<file path="src/rtl/dsc_pkg.sv">
package dsc_pkg;

    typedef enum logic [2:0] {
        ST_IDLE   = 3'd0,
        ST_DISCH  = 3'd1,
        ST_INTEG  = 3'd2,
        ST_DEINT  = 3'd3,
        ST_DONE   = 3'd4
    } dsc_state_t;

    function automatic int unsigned dsc_max(input int unsigned a, input int unsigned b);
        return (a > b) ? a : b;
    endfunction

endpackage

</file>
<file path="src/rtl/dsc_timer.sv">
module dsc_timer #(
    parameter int CW = 8
) (
    input  logic          clk,
    input  logic          rst_n,
    input  logic          clr,
    input  logic          en,
    output logic [CW-1:0] cnt
);

    always_ff @(posedge clk or negedge rst_n) begin
        if (!rst_n) begin
            cnt <= '0;
        end else if (clr) begin
            cnt <= '0;
        end else if (en) begin
            cnt <= cnt + 1'b1;
        end
    end

    // the phase counter is cleared at every state change, so entering
    // deintegration starts counting from zero
    p_clear_wins_r5: assert property (@(posedge clk) disable iff (!rst_n)
        clr |=> (cnt == '0));

endmodule

</file>
<file path="src/rtl/dsc_result.sv">
module dsc_result #(
    parameter int N = 8
) (
    input  logic         clk,
    input  logic         rst_n,
    input  logic         cap,
    input  logic [N-1:0] cap_code,
    input  logic         cap_ovr,
    input  logic         done,
    output logic [N-1:0] result,
    output logic         overrange
);

    always_ff @(posedge clk or negedge rst_n) begin
        if (!rst_n) begin
            result    <= '0;
            overrange <= 1'b0;
        end else if (cap) begin
            result    <= cap_code;
            overrange <= cap_ovr;
        end
    end

    // a saturated conversion always reports full scale
    p_ovr_full_r6: assert property (@(posedge clk) disable iff (!rst_n)
        overrange |-> (result == '1));

    // result only moves on the edge that enters the completion state
    p_hold_r10: assert property (@(posedge clk) disable iff (!rst_n)
        (!$stable(result) || !$stable(overrange)) |-> done);

endmodule

</file>
<file path="src/rtl/dsc_fsm.sv">
module dsc_fsm
    import dsc_pkg::*;
#(
    parameter int N       = 8,
    parameter int RST_CYC = 4,
    parameter int CW      = 8
) (
    input  logic          clk,
    input  logic          rst_n,
    input  logic          start,
    input  logic          cmp_pos,
    input  logic [CW-1:0] tcnt,
    output logic          tclr,
    output logic          ten,
    output logic          cap,
    output logic [N-1:0]  cap_code,
    output logic          cap_ovr,
    output logic          int_rst,
    output logic          sel_in,
    output logic          sel_ref,
    output logic          busy,
    output logic          done
);

    localparam logic [CW-1:0] DISCH_LAST = CW'(RST_CYC - 1);
    localparam logic [CW-1:0] WIN_LAST   = CW'((1 << N) - 1);
    localparam logic [CW-1:0] FULL_CNT   = CW'((1 << N) - 1);

    dsc_state_t state_q, state_nx;

    // state register
    always_ff @(posedge clk or negedge rst_n) begin
        if (!rst_n) begin
            state_q <= ST_IDLE;
        end else begin
            state_q <= state_nx;
        end
    end

    // transitions
    always_comb begin
        state_nx = state_q;
        cap      = 1'b0;
        cap_ovr  = 1'b0;
        unique case (state_q)
            ST_IDLE: begin
                if (start) state_nx = ST_DISCH;          // start-accept
            end
            ST_DISCH: begin
                if (tcnt == DISCH_LAST) state_nx = ST_INTEG;   // discharge-expired
            end
            ST_INTEG: begin
                if (tcnt == WIN_LAST) state_nx = ST_DEINT;     // window-expired
            end
            ST_DEINT: begin
                if (!cmp_pos) begin                       // zero-cross
                    state_nx = ST_DONE;
                    cap      = 1'b1;
                end else if (tcnt == FULL_CNT) begin      // saturate
                    state_nx = ST_DONE;
                    cap      = 1'b1;
                    cap_ovr  = 1'b1;
                end
            end
            ST_DONE: begin
                state_nx = ST_IDLE;                       // retire
            end
            default: begin
                state_nx = ST_IDLE;
            end
        endcase
    end

    assign cap_code = tcnt[N-1:0];
    assign tclr     = (state_nx != state_q);
    assign ten      = !tclr;

    // outputs
    always_comb begin
        int_rst = 1'b0;
        sel_in  = 1'b0;
        sel_ref = 1'b0;
        busy    = 1'b0;
        done    = 1'b0;
        unique case (state_q)
            ST_IDLE:  ;
            ST_DISCH: begin int_rst = 1'b1; busy = 1'b1; end
            ST_INTEG: begin sel_in  = 1'b1; busy = 1'b1; end
            ST_DEINT: begin sel_ref = 1'b1; busy = 1'b1; end
            ST_DONE:  done = 1'b1;
            default:  ;
        endcase
    end

    // the two integrator sources are never connected together
    p_sel_excl_r4: assert property (@(posedge clk) disable iff (!rst_n)
        !(sel_in && sel_ref));

    // integration always begins straight after discharge
    p_integ_after_disch_r3: assert property (@(posedge clk) disable iff (!rst_n)
        $rose(sel_in) |-> $past(int_rst));

    // the reference follows the input window directly
    p_ref_after_integ_r4: assert property (@(posedge clk) disable iff (!rst_n)
        $fell(sel_in) |-> sel_ref);

    // the deintegration count starts at zero
    p_ref_starts_zero_r5: assert property (@(posedge clk) disable iff (!rst_n)
        $rose(sel_ref) |-> (tcnt == '0));

    // done is a single-cycle pulse followed by idle
    p_done_pulse_r8: assert property (@(posedge clk) disable iff (!rst_n)
        done |=> (!done && !busy));

    // start is not taken while a conversion runs
    p_no_restart_r9: assert property (@(posedge clk) disable iff (!rst_n)
        (busy && start) |=> (busy || done));

endmodule

</file>
<file path="src/rtl/dsc_ctrl.sv">
module dsc_ctrl
    import dsc_pkg::*;
#(
    parameter int N       = 8,
    parameter int RST_CYC = 4
) (
    input  logic         clk,
    input  logic         rst_n,
    input  logic         start,
    input  logic         cmp_pos,
    output logic         int_rst,
    output logic         sel_in,
    output logic         sel_ref,
    output logic         busy,
    output logic         done,
    output logic [N-1:0] result,
    output logic         overrange
);

    localparam int RBW = $clog2(RST_CYC + 1);
    localparam int CW  = int'(dsc_max(N, RBW));

    logic [CW-1:0] tcnt;
    logic          tclr;
    logic          ten;
    logic          cap;
    logic [N-1:0]  cap_code;
    logic          cap_ovr;

    dsc_timer #(.CW(CW)) u_timer (
        .clk   (clk),
        .rst_n (rst_n),
        .clr   (tclr),
        .en    (ten),
        .cnt   (tcnt)
    );

    dsc_fsm #(.N(N), .RST_CYC(RST_CYC), .CW(CW)) u_fsm (
        .clk      (clk),
        .rst_n    (rst_n),
        .start    (start),
        .cmp_pos  (cmp_pos),
        .tcnt     (tcnt),
        .tclr     (tclr),
        .ten      (ten),
        .cap      (cap),
        .cap_code (cap_code),
        .cap_ovr  (cap_ovr),
        .int_rst  (int_rst),
        .sel_in   (sel_in),
        .sel_ref  (sel_ref),
        .busy     (busy),
        .done     (done)
    );

    dsc_result #(.N(N)) u_result (
        .clk       (clk),
        .rst_n     (rst_n),
        .cap       (cap),
        .cap_code  (cap_code),
        .cap_ovr   (cap_ovr),
        .done      (done),
        .result    (result),
        .overrange (overrange)
    );

endmodule

</file>
<file path="config.mk">
export PLATFORM = sky130hd
export DESIGN_NAME = dsc_ctrl
export DESIGN_NICKNAME = d
export VERILOG_FILES = /design/src/rtl/dsc_pkg.sv /design/src/rtl/dsc_timer.sv /design/src/rtl/dsc_result.sv /design/src/rtl/dsc_fsm.sv /design/src/rtl/dsc_ctrl.sv
export SDC_FILE = /design/constraint.sdc
export NUM_CORES = 1
export LEC_CHECK = 0
export BUFFER_PORTS_ARGS = -buffer_cell sky130_fd_sc_hd__clkbuf_2
export CORE_UTILIZATION = 25
export CTS_BUF_LIST = sky130_fd_sc_hd__clkbuf_8
export DETAILED_ROUTE_END_ITERATION = 16
export PLACE_DENSITY_LB_ADDON = 0.05
export SKIP_LAST_GASP = 1
export SLEW_MARGIN = 20
export SYNTH_ARGS = -nofsm -noshare
export SYNTH_HDL_FRONTEND = slang
export SYNTH_SLANG_ARGS = --single-unit
</file>
<file path="constraint.sdc">
create_clock -name clk -period 1.6 [get_ports clk]
set_input_delay 0.16 -clock clk [delete_from_list [all_inputs] [get_ports clk]]
set_output_delay 0.16 -clock clk [all_outputs]
set_load 0.01 [all_outputs]
</file>
After elaboration in Yosys (flattened, before gate mapping)
Cells that the tools add are included.
{"block": "totals", "regBits": 20, "out_inout_bits": 14, "elab_cells": 31}
{"block": "classes", "n_addsub": 1, "n_eq_ne": 7, "n_mux": 17, "reduce_logical": 2}
{"cell": "$mux W3", "n": 5}
{"cell": "$pmux W3 S4", "n": 1}
{"cell": "$mux W1", "n": 10}
{"cell": "$add A8 B1 Y8 const B", "n": 1}
{"cell": "$eq A8 B2 Y1 const B", "n": 1}
{"cell": "$eq A8 B8 Y1 const B", "n": 1}
{"cell": "$mux W8", "n": 1}
{"cell": "$eq A3 B2 Y1 const B", "n": 2}
{"cell": "$eq A3 B1 Y1 const B", "n": 1}
{"cell": "$eq A3 B3 Y1 const B", "n": 1}
{"cell": "$logic_not A3 Y1", "n": 1}
{"cell": "$ne A3 B3 Y1", "n": 1}
{"cell": "$reduce_or A3 Y1", "n": 1}

Longest topological paths before layout
Gate-level depths: netlist (run 1).
{"block": "logic_depth", "depth_word": 6, "depth_mapped": 6, "mapped_depth_nobuf": 5}

Cells and area by module
A second synthesis (run 1) with hierarchy kept.
{"block": "unflattened", "cells_unflattened": 99, "area_unflattened_um2": 1121.1}
{"module": "dsc_timer", "instances": 1, "cells_each": 37, "area_per_inst_um2": 396.6, "seq_area_each_um2": 200.2}
{"module": "dsc_result", "instances": 1, "cells_each": 19, "area_per_inst_um2": 371.6, "seq_area_each_um2": 225.2}
{"module": "dsc_fsm", "instances": 1, "cells_each": 43, "area_per_inst_um2": 352.8, "seq_area_each_um2": 75.1}

Worst setup path after synthesis (run 1)
Ideal clock, no wire load.
{"block": "synth_timing", "path_kind": "reg2reg", "from": "register u_timer.cnt[0]", "to": "register u_result.result[0]", "setup_ns": 0.125, "arrival_time_ns": 1.345, "slack_ns": 0.130, "stages_incl_launch_ff": 6, "synth_period_minus_slack_ns": 1.470, "cell_sequence": "dfrtp_1 -> ha_1 -> nand3_2 -> o21ai_4 -> nand2_8 -> mux2_4"}
{"block": "synth_via", "elab_chain_cells": 4}
{"element": "start: declaration", "line_no": "dsc_timer.sv:8", "source": "output logic [CW-1:0] cnt"}
{"element": "start signal: assignment", "line_no": "dsc_timer.sv:17", "source": "cnt <= cnt + 1'b1;"}
{"element": "$eq A8 B8 Y1", "line_no": "dsc_fsm.sv:59", "source": "end else if (tcnt == FULL_CNT) begin"}
{"element": "$mux W1", "line_no": "dsc_fsm.sv:59"}
{"element": "$mux W1", "line_no": "dsc_fsm.sv:56", "source": "if (!cmp_pos) begin"}
{"element": "$mux W1", "line_no": "dsc_fsm.sv:45", "source": "unique case (state_q)"}
{"element": "end signal: assignment", "line_no": "dsc_result.sv:19", "source": "result <= cap_code;"}
{"element": "end: declaration", "line_no": "dsc_result.sv:10", "source": "output logic [N-1:0] result,"}
Several ways; a longest one is shown, not always the timed one.
A chain may end at the register's enable or synchronous reset.

Worst setup path in the final report (run 1)
{"block": "layout_timing", "from": "register u_fsm.state_q[1]", "to": "output sel_ref"}
{"block": "layout_via", "elab_chain_cells": 2}
{"element": "start: declaration", "line_no": "dsc_fsm.sv:29", "source": "dsc_state_t state_q, state_nx;"}
{"element": "start signal: assignment", "line_no": "dsc_fsm.sv:36", "source": "state_q <= state_nx;"}
{"element": "$eq A3 B2 Y1", "line_no": "dsc_fsm.sv:85", "source": "unique case (state_q)"}
{"element": "$mux W1", "line_no": "dsc_fsm.sv:85"}
{"element": "end: declaration", "line_no": "dsc_ctrl.sv:13", "source": "output logic sel_ref,"}
Every way passes these cells.

==> metrics.yaml, run 1 <==
synth_seq_area_share: 0.5063
cpMaxStageDelayCell: "dfrtp_1"
worst_ep_arrival_time_ns: 1.36
synth_area_leader_cell: "dfrtp_1"
diodes: 0
netlist_instances: 82
grt_pass1_wl_um: 3381
die_x_um: 64.88
ys_ff_latch: 20
crit_type: "reg -> out"
finalSetupViolCount: 0
hold_depth: 3
worst_setup_path_start_kind: "flip-flop"
hold_class: "in -> reg"
power_leakage_nw: 0.6324
via_count: 689
clock_path_buffers: 2
antenna_found_initial: 0
slew_headroom: 0.6538
cts_made_buffers: 3
grt_setup_unrepaired: "yes"
dr.first_iter.drc_count: 31
stdcell_area_mm2: 0.001256
cts_sinks: 20
hold_viol: 0
syn_area_um2: 988.4
period_needed_ns: 1.525
routed_wirelength_um: 2034
wl_per_cell_um: 12.79
max_stage_delay_ns: 0.48
swShare: 0.3628
yosysMostFrequentCell: "dfrtp_1"
combPwrFrac: 0.424
grt_max_degree: 21
vdd_drop_max_mv: 0.4456
drc: 0
nets: 118
r2r_cells: 5
drive_gt1_frac: 0.4144
root_buffer: "clkbuf_8"
r2r-start: "u_fsm.state_q[1]"
cp-end-kind: "output port"
gr-total-overflow: 0
synth_top_area_share: 0.5063
period_share: 0.9529
grt_usage: 0.1081
critical-path-top-delay-family: "flip-flops"
r2r_slack_ns: 0.10
synth_ff_type: "dfrtp_1"
postSynthAreaPerCell_um2: 12.05
crit_required_ns: 1.44
io_pins: 18
final_util: 0.3380
p_clk_frac: 0.176
core-area_mm2: 0.003716
worstMarginPinSlew_ns: 0.5194
min_from: "start"
synth-edff-count: 0
yosys-top-cells-count: "dfrtp_1 (20), nor2_1 (14), mux2_4 (8)"
dp_hpwl_um: 1529
synth.yosys.warnings: 0
ys_async_sr_fraction: 1.000
die_area_mm2: 0.004209
status: "complete, no violations"
path_buf_inv: 2
min_to: "u_fsm.state_q[0]"
ant_nets: 0
cap_violations: 0
clock.fmax_ghz: 0.6559
path_clk_slew_ns: 0.07
drv_slew: 0
start_util: 0.2660
port_buffers: 17
p_seq_frac: 0.399
p_int_mw: 1.178
core.rowCount: 22
ys_types: 31
firstDrtPassIters: 4
die_y_um: 64.88
r2r_end: "u_result.result[0]"
post_cts_buffers: 0
syn-num-nets: 87
gp_congestion: 0.7265
p_per_area_mw_per_mm2: 1472
cp_cell_sequence: "nand2b_2 > or2_4 > inv_6 > clkbuf_2"
critPathMaxFanout: 7
htreeDepth: 1
fillers: 396
clkLatencyLatePin_ns: 0.25
synth_area_leaders: "dfrtp_1 (51%), mux2_4 (12%), nor2_1 (5.3%)"
area_growth_pct: 27.09
grt_pass1_vias: 671
post_dp_cell_area_mm2: 0.001196
finClkSkew_ns: 0.002311
p_sw_mw: 0.6708
cts_tree: "yes"
viasPerCell: 4.333
through the flow:
step,setup TNS [ns],total power [mW],cells,setup WS [ns],hold WS [ns]
3_5_place_dp,0,1.526,155,0.06343,0.1660
4_1_cts,0,1.866,159,0.04824,0.2129
6_report,0,1.849,159,0.07538,0.2154
3_3_place_gp,0,1.537,155,0.05909,0.1647
5_1_grt,-0.006075,2.004,159,-0.006075,0.2221
2_1_floorplan,0,1.237,82,0.1298,-0.1356
repair_timing:
item / CTS / global route
endpoints found under the hold margin: 20 / 0
hold buffers: 1 / 0
setup endpoints to repair: 0 / 11
gates resized for setup: 0 / 1
worst max-delay path by stage:
stage,from,endpoint,cells past startpoint
global placement,u_timer.cnt[1],u_result.result[1],5
floorplan,u_timer.cnt[0],u_result.result[0],5
global route,u_fsm.state_q[1],sel_ref,4
detailed placement,u_timer.cnt[1],u_result.result[3],5
CTS,u_timer.cnt[1],u_result.result[1],5
finish,u_fsm.state_q[1],sel_ref,4
cells in the final DEF (no fill, tap or decap), types with 2 or more instances in the layout:
master,count
clkbuf_8,3
nor2_1,14
inv_1,3
buf_4,9
xor2_1,2
xnor2_1,4
clkbuf_2,17
mux2_4,8
nand2_1,2
nand3_1,3
and3_1,2
nor3b_1,2
dfrtp_1,20
o211ai_1,2
power groups by stage:
stage | sequential [mW] | clock [mW] | combinational (mW)
5_1_grt | 0.758 | 0.363 | 0.884
2_1_floorplan | 0.741 | 0 | 0.496
3_5_place_dp | 0.749 | 0 | 0.777
3_3_place_gp | 0.751 | 0 | 0.785
6_report | 0.738 | 0.326 | 0.785
4_1_cts | 0.741 | 0.343 | 0.782
worst reg2reg max path, delay by kind of cell (launching register included):
family / cells / cell delay, ns
buf+inv: 1 / 0.08
mux: 1 / 0.31
simple gates: 3 / 0.52
flops: 1 / 0.48
flip-flops by register name, summed over array words and instances (netlist names):
| name | flops |
|---|---|
| u_result.result | 8 |
| u_timer.cnt | 8 |
| u_fsm.state_q | 3 |
| u_result.overrange | 1 |
layout make-up:
type | count | area [um^2] | area share
flip-flops and latches | 20 | 500.5 | 0.3984
clock buffers | 3 | 41.29 | 0.03287
inverters | 4 | 20.02 | 0.01594
repair buffers | 27 | 162.7 | 0.1295
multi-input cells | 57 | 471.7 | 0.3755
well taps | 48 | 60.06 | 0.04781
metal layers:
| layer | vias up | share of wire | GRT usage |
|---|---|---|---|
| met5 | - | 0 | 0 |
| met4 | 0 | 0.0088 | 0.02500 |
| met3 | 2 | 0.042 | 0.03697 |
| met2 | 12 | 0.43 | 0.1510 |
| met1 | 332 | 0.52 | 0.1568 |
| li1 | 343 | - | - |
cells by family (layout without fill, tap and decap cells):
| group | Yosys count | count (layout) | synth area share |
|---|---|---|---|
| multiplexers | 8 | 8 | 0.1215 |
| buffers and inverters | 5 | 34 | 0.02531 |
| AO/OA/AOI/OAI | 8 | 8 | 0.08355 |
| adder cells (fa/ha/maj) | 1 | 1 | 0.01266 |
| XOR/XNOR | 6 | 6 | 0.05316 |
| flip-flops | 20 | 20 | 0.5063 |
| AND/OR/NAND/NOR | 34 | 34 | 0.1975 |
(Power assumes the default switching activity.)
==> run 2, diff against run 1 <==
--- a/config.mk
+++ b/config.mk
@@ -6,6 +6,7 @@
 export NUM_CORES = 1
 export LEC_CHECK = 0
 export BUFFER_PORTS_ARGS = -buffer_cell sky130_fd_sc_hd__clkbuf_2
+export CORE_ASPECT_RATIO = 1.5
 export CORE_UTILIZATION = 25
 export CTS_BUF_LIST = sky130_fd_sc_hd__clkbuf_8
 export DETAILED_ROUTE_END_ITERATION = 16
==> constraint.sdc (replaced) <==
create_clock -name clk -period 1.9 [get_ports clk]
set_input_delay 0.19 -clock clk [delete_from_list [all_inputs] [get_ports clk]]
set_output_delay 0.19 -clock clk [all_outputs]
set_load 0.01 [all_outputs]
==> run 2 against run 1 <==
Net effect:
- register-to-register slack gained 0.19 ns
- flip-flop and latch count is the same
- worst setup slack gained 0.21 ns
- wire length grew 0.79%
- count of clock-buffer cells in the layout is the same
- critical endpoint is now u_result.result[2]
- largest power group is now sequential cells
- highest routed layer unchanged
==> metrics.yaml, run 2 (synthesis results as in run 1) <==
dr.first_iter.drc_count: 14  # was 31
finalSetupViolCount: 0  # unchanged
cts_made_buffers: 3  # unchanged
period_share: 0.8484
cts_tree: "yes"  # unchanged
fillers: 393  # was 396
grt_pass1_wl_um: 3415  # was 3381 um
worst_ep_arrival_time_ns: 1.75  # was 1.36 ns
start_util: 0.2660  # unchanged
die_y_um: 79.01  # was 64.88 um
grt_usage: 0.1148  # was 0.1081
port_buffers: 17  # unchanged
combPwrFrac: 0.393  # was 0.424
antenna_found_initial: 0  # unchanged
grt_setup_unrepaired: "no"  # was yes
p_int_mw: 0.9461  # was 1.178 mW
wl_per_cell_um: 13.95  # was 12.79 um
diodes: 0  # unchanged
power_mw: 1.501  # was 1.849 mW
setup_tns_ns: 0  # unchanged
p_per_area_mw_per_mm2: 1263  # was 1472 mW/mm^2
final_util: 0.3199  # was 0.3380
clkLatencyLatePin_ns: 0.25  # about the same
drv_slew: 0  # unchanged
nets: 111  # was 118
p_sw_mw: 0.5553  # was 0.6708 mW
vdd_drop_max_mv: 0.5365  # was 0.4456 mV
viasPerCell: 4.565  # was 4.333
worst_setup_path_start_kind: "flip-flop"  # unchanged
gr-total-overflow: 0  # unchanged
hold_class: "in -> reg"  # unchanged
via_count: 671  # was 689
die_area_mm2: 0.004214  # was 0.004209 mm^2
status: "complete, no violations"  # unchanged
final_cell_mix: "dfrtp_1 (20), clkbuf_2 (17), nor2_1 (14), mux2_4 (8), xnor2_1 (4)"  # was dfrtp_1 (20), clkbuf_2 (17), nor2_1 (14), buf_4 (9), mux2_4 (8)
htreeDepth: 1  # unchanged
post_cts_buffers: 0  # unchanged
clock_path_buffers: 2  # unchanged
crit_type: "reg -> reg"  # was reg -> out
period_needed_ns: 1.612
ant_nets: 0  # unchanged
drc: 0  # unchanged
die_x_um: 53.34  # was 64.88 um
top_regs: "u_result.result: 8 flops, u_timer.cnt: 8 flops, u_fsm.state_q: 3 flops"  # unchanged
cts_sinks: 20  # unchanged
core-area_mm2: 0.003716  # unchanged
r2r_slack_ns: 0.29  # was 0.10 ns
swShare: 0.3698  # was 0.3628
postCtsResizedCells: 0  # unchanged
ff_latch_area_um2: 500.5  # unchanged
hold_slack_ns: 0.2420  # was 0.2154 ns
hold_viol: 0  # unchanged
ctsHoldBuffers: 1  # unchanged
multi_input_area_um2: 462.9  # was 471.7 um^2
grt_max_degree: 21  # unchanged
root_buffer: "clkbuf_8"  # unchanged
drive_gt1_frac: 0.3750  # was 0.4144
critPathMaxFanout: 9  # was 7
gp_congestion: 0.6541  # was 0.7265
final_common_cell: "dfrtp_1"  # unchanged
area_growth_pct: 20.25  # was 27.09%
core.rowCount: 27  # was 22
worstMarginPinSlew_ns: 0.5361  # was 0.5194 ns
dp_hpwl_um: 1517  # was 1529 um
clock.fmax_ghz: 0.6204
p_seq_frac: 0.424  # was 0.399
cp-end-kind: "flip-flop"  # was output port
slew_headroom: 0.6426  # was 0.6538
finClkSkew_ns: 0.002841  # was 0.002311 ns
firstDrtPassIters: 4  # unchanged
cap_violations: 0  # unchanged
p_clk_frac: 0.184  # was 0.176
path_clk_slew_ns: 0.07  # about the same
routed_wirelength_um: 2050  # was 2034 um
io_pins: 18  # unchanged
grt_pass1_vias: 682  # was 671
crit_required_ns: 2.04  # was 1.44 ns
power_leakage_nw: 0.5914  # was 0.6324 nW
[run 2: area by class of cell]
type,count,area share
tap,43,0.04526
inverter,4,0.01684
multi-input combinational,57,0.3895
clock buffer,3,0.03474
timing repair buffer,20,0.09263
sequential,20,0.4211
[run 2: worst max-delay path, cell delays in order, from the launching register on]
cell	delay (ns)
dfrtp_1	0.40
ha_1	0.23
nand3_2	0.15
o21ai_4	0.28
nand2_8	0.13
mux2_4	0.31
[run 2: metrics by stage]
step / instance area (um^2) / instances / worst slack (ns)
floorplan: 988.4 / 82 / 0.4298
global placement: 1137 / 143 / 0.2851
detailed placement: 1137 / 143 / 0.2827
CTS: 1189 / 147 / 0.2685
global route: 1189 / 147 / 0.1753
finish: 1189 / 147 / 0.2881
[run 2: layer usage]
metal,up-vias,track usage,part of all wire
met5,-,0,0
met4,0,0.05526,0.012
met3,2,0.02299,0.028
met2,10,0.1850,0.52
met1,327,0.1410,0.44
li1,332,-,-
[run 2: power by group through the flow]
stage	Sequential [mW]	Clock (mW)	Combinational, mW
after global placement	0.646	0	0.605
after detailed placement	0.643	0	0.602
after global routing	0.658	0.312	0.650
after floorplan	0.624	0	0.418
after CTS	0.638	0.289	0.605
final	0.636	0.275	0.590
[run 2: final timing paths]
kind	startpoint	end	cells past startpoint
setup / recovery	u_timer.cnt[0]	u_result.result[2]	5
hold / removal	start	u_fsm.state_q[0]	3
setup reg to reg	u_timer.cnt[0]	u_result.result[2]	5
hold reg to reg	u_result.overrange	u_result.overrange	1
max in group asynchronous	rst_n	u_timer.cnt[2]	2
min in group asynchronous	rst_n	u_fsm.state_q[1]	2
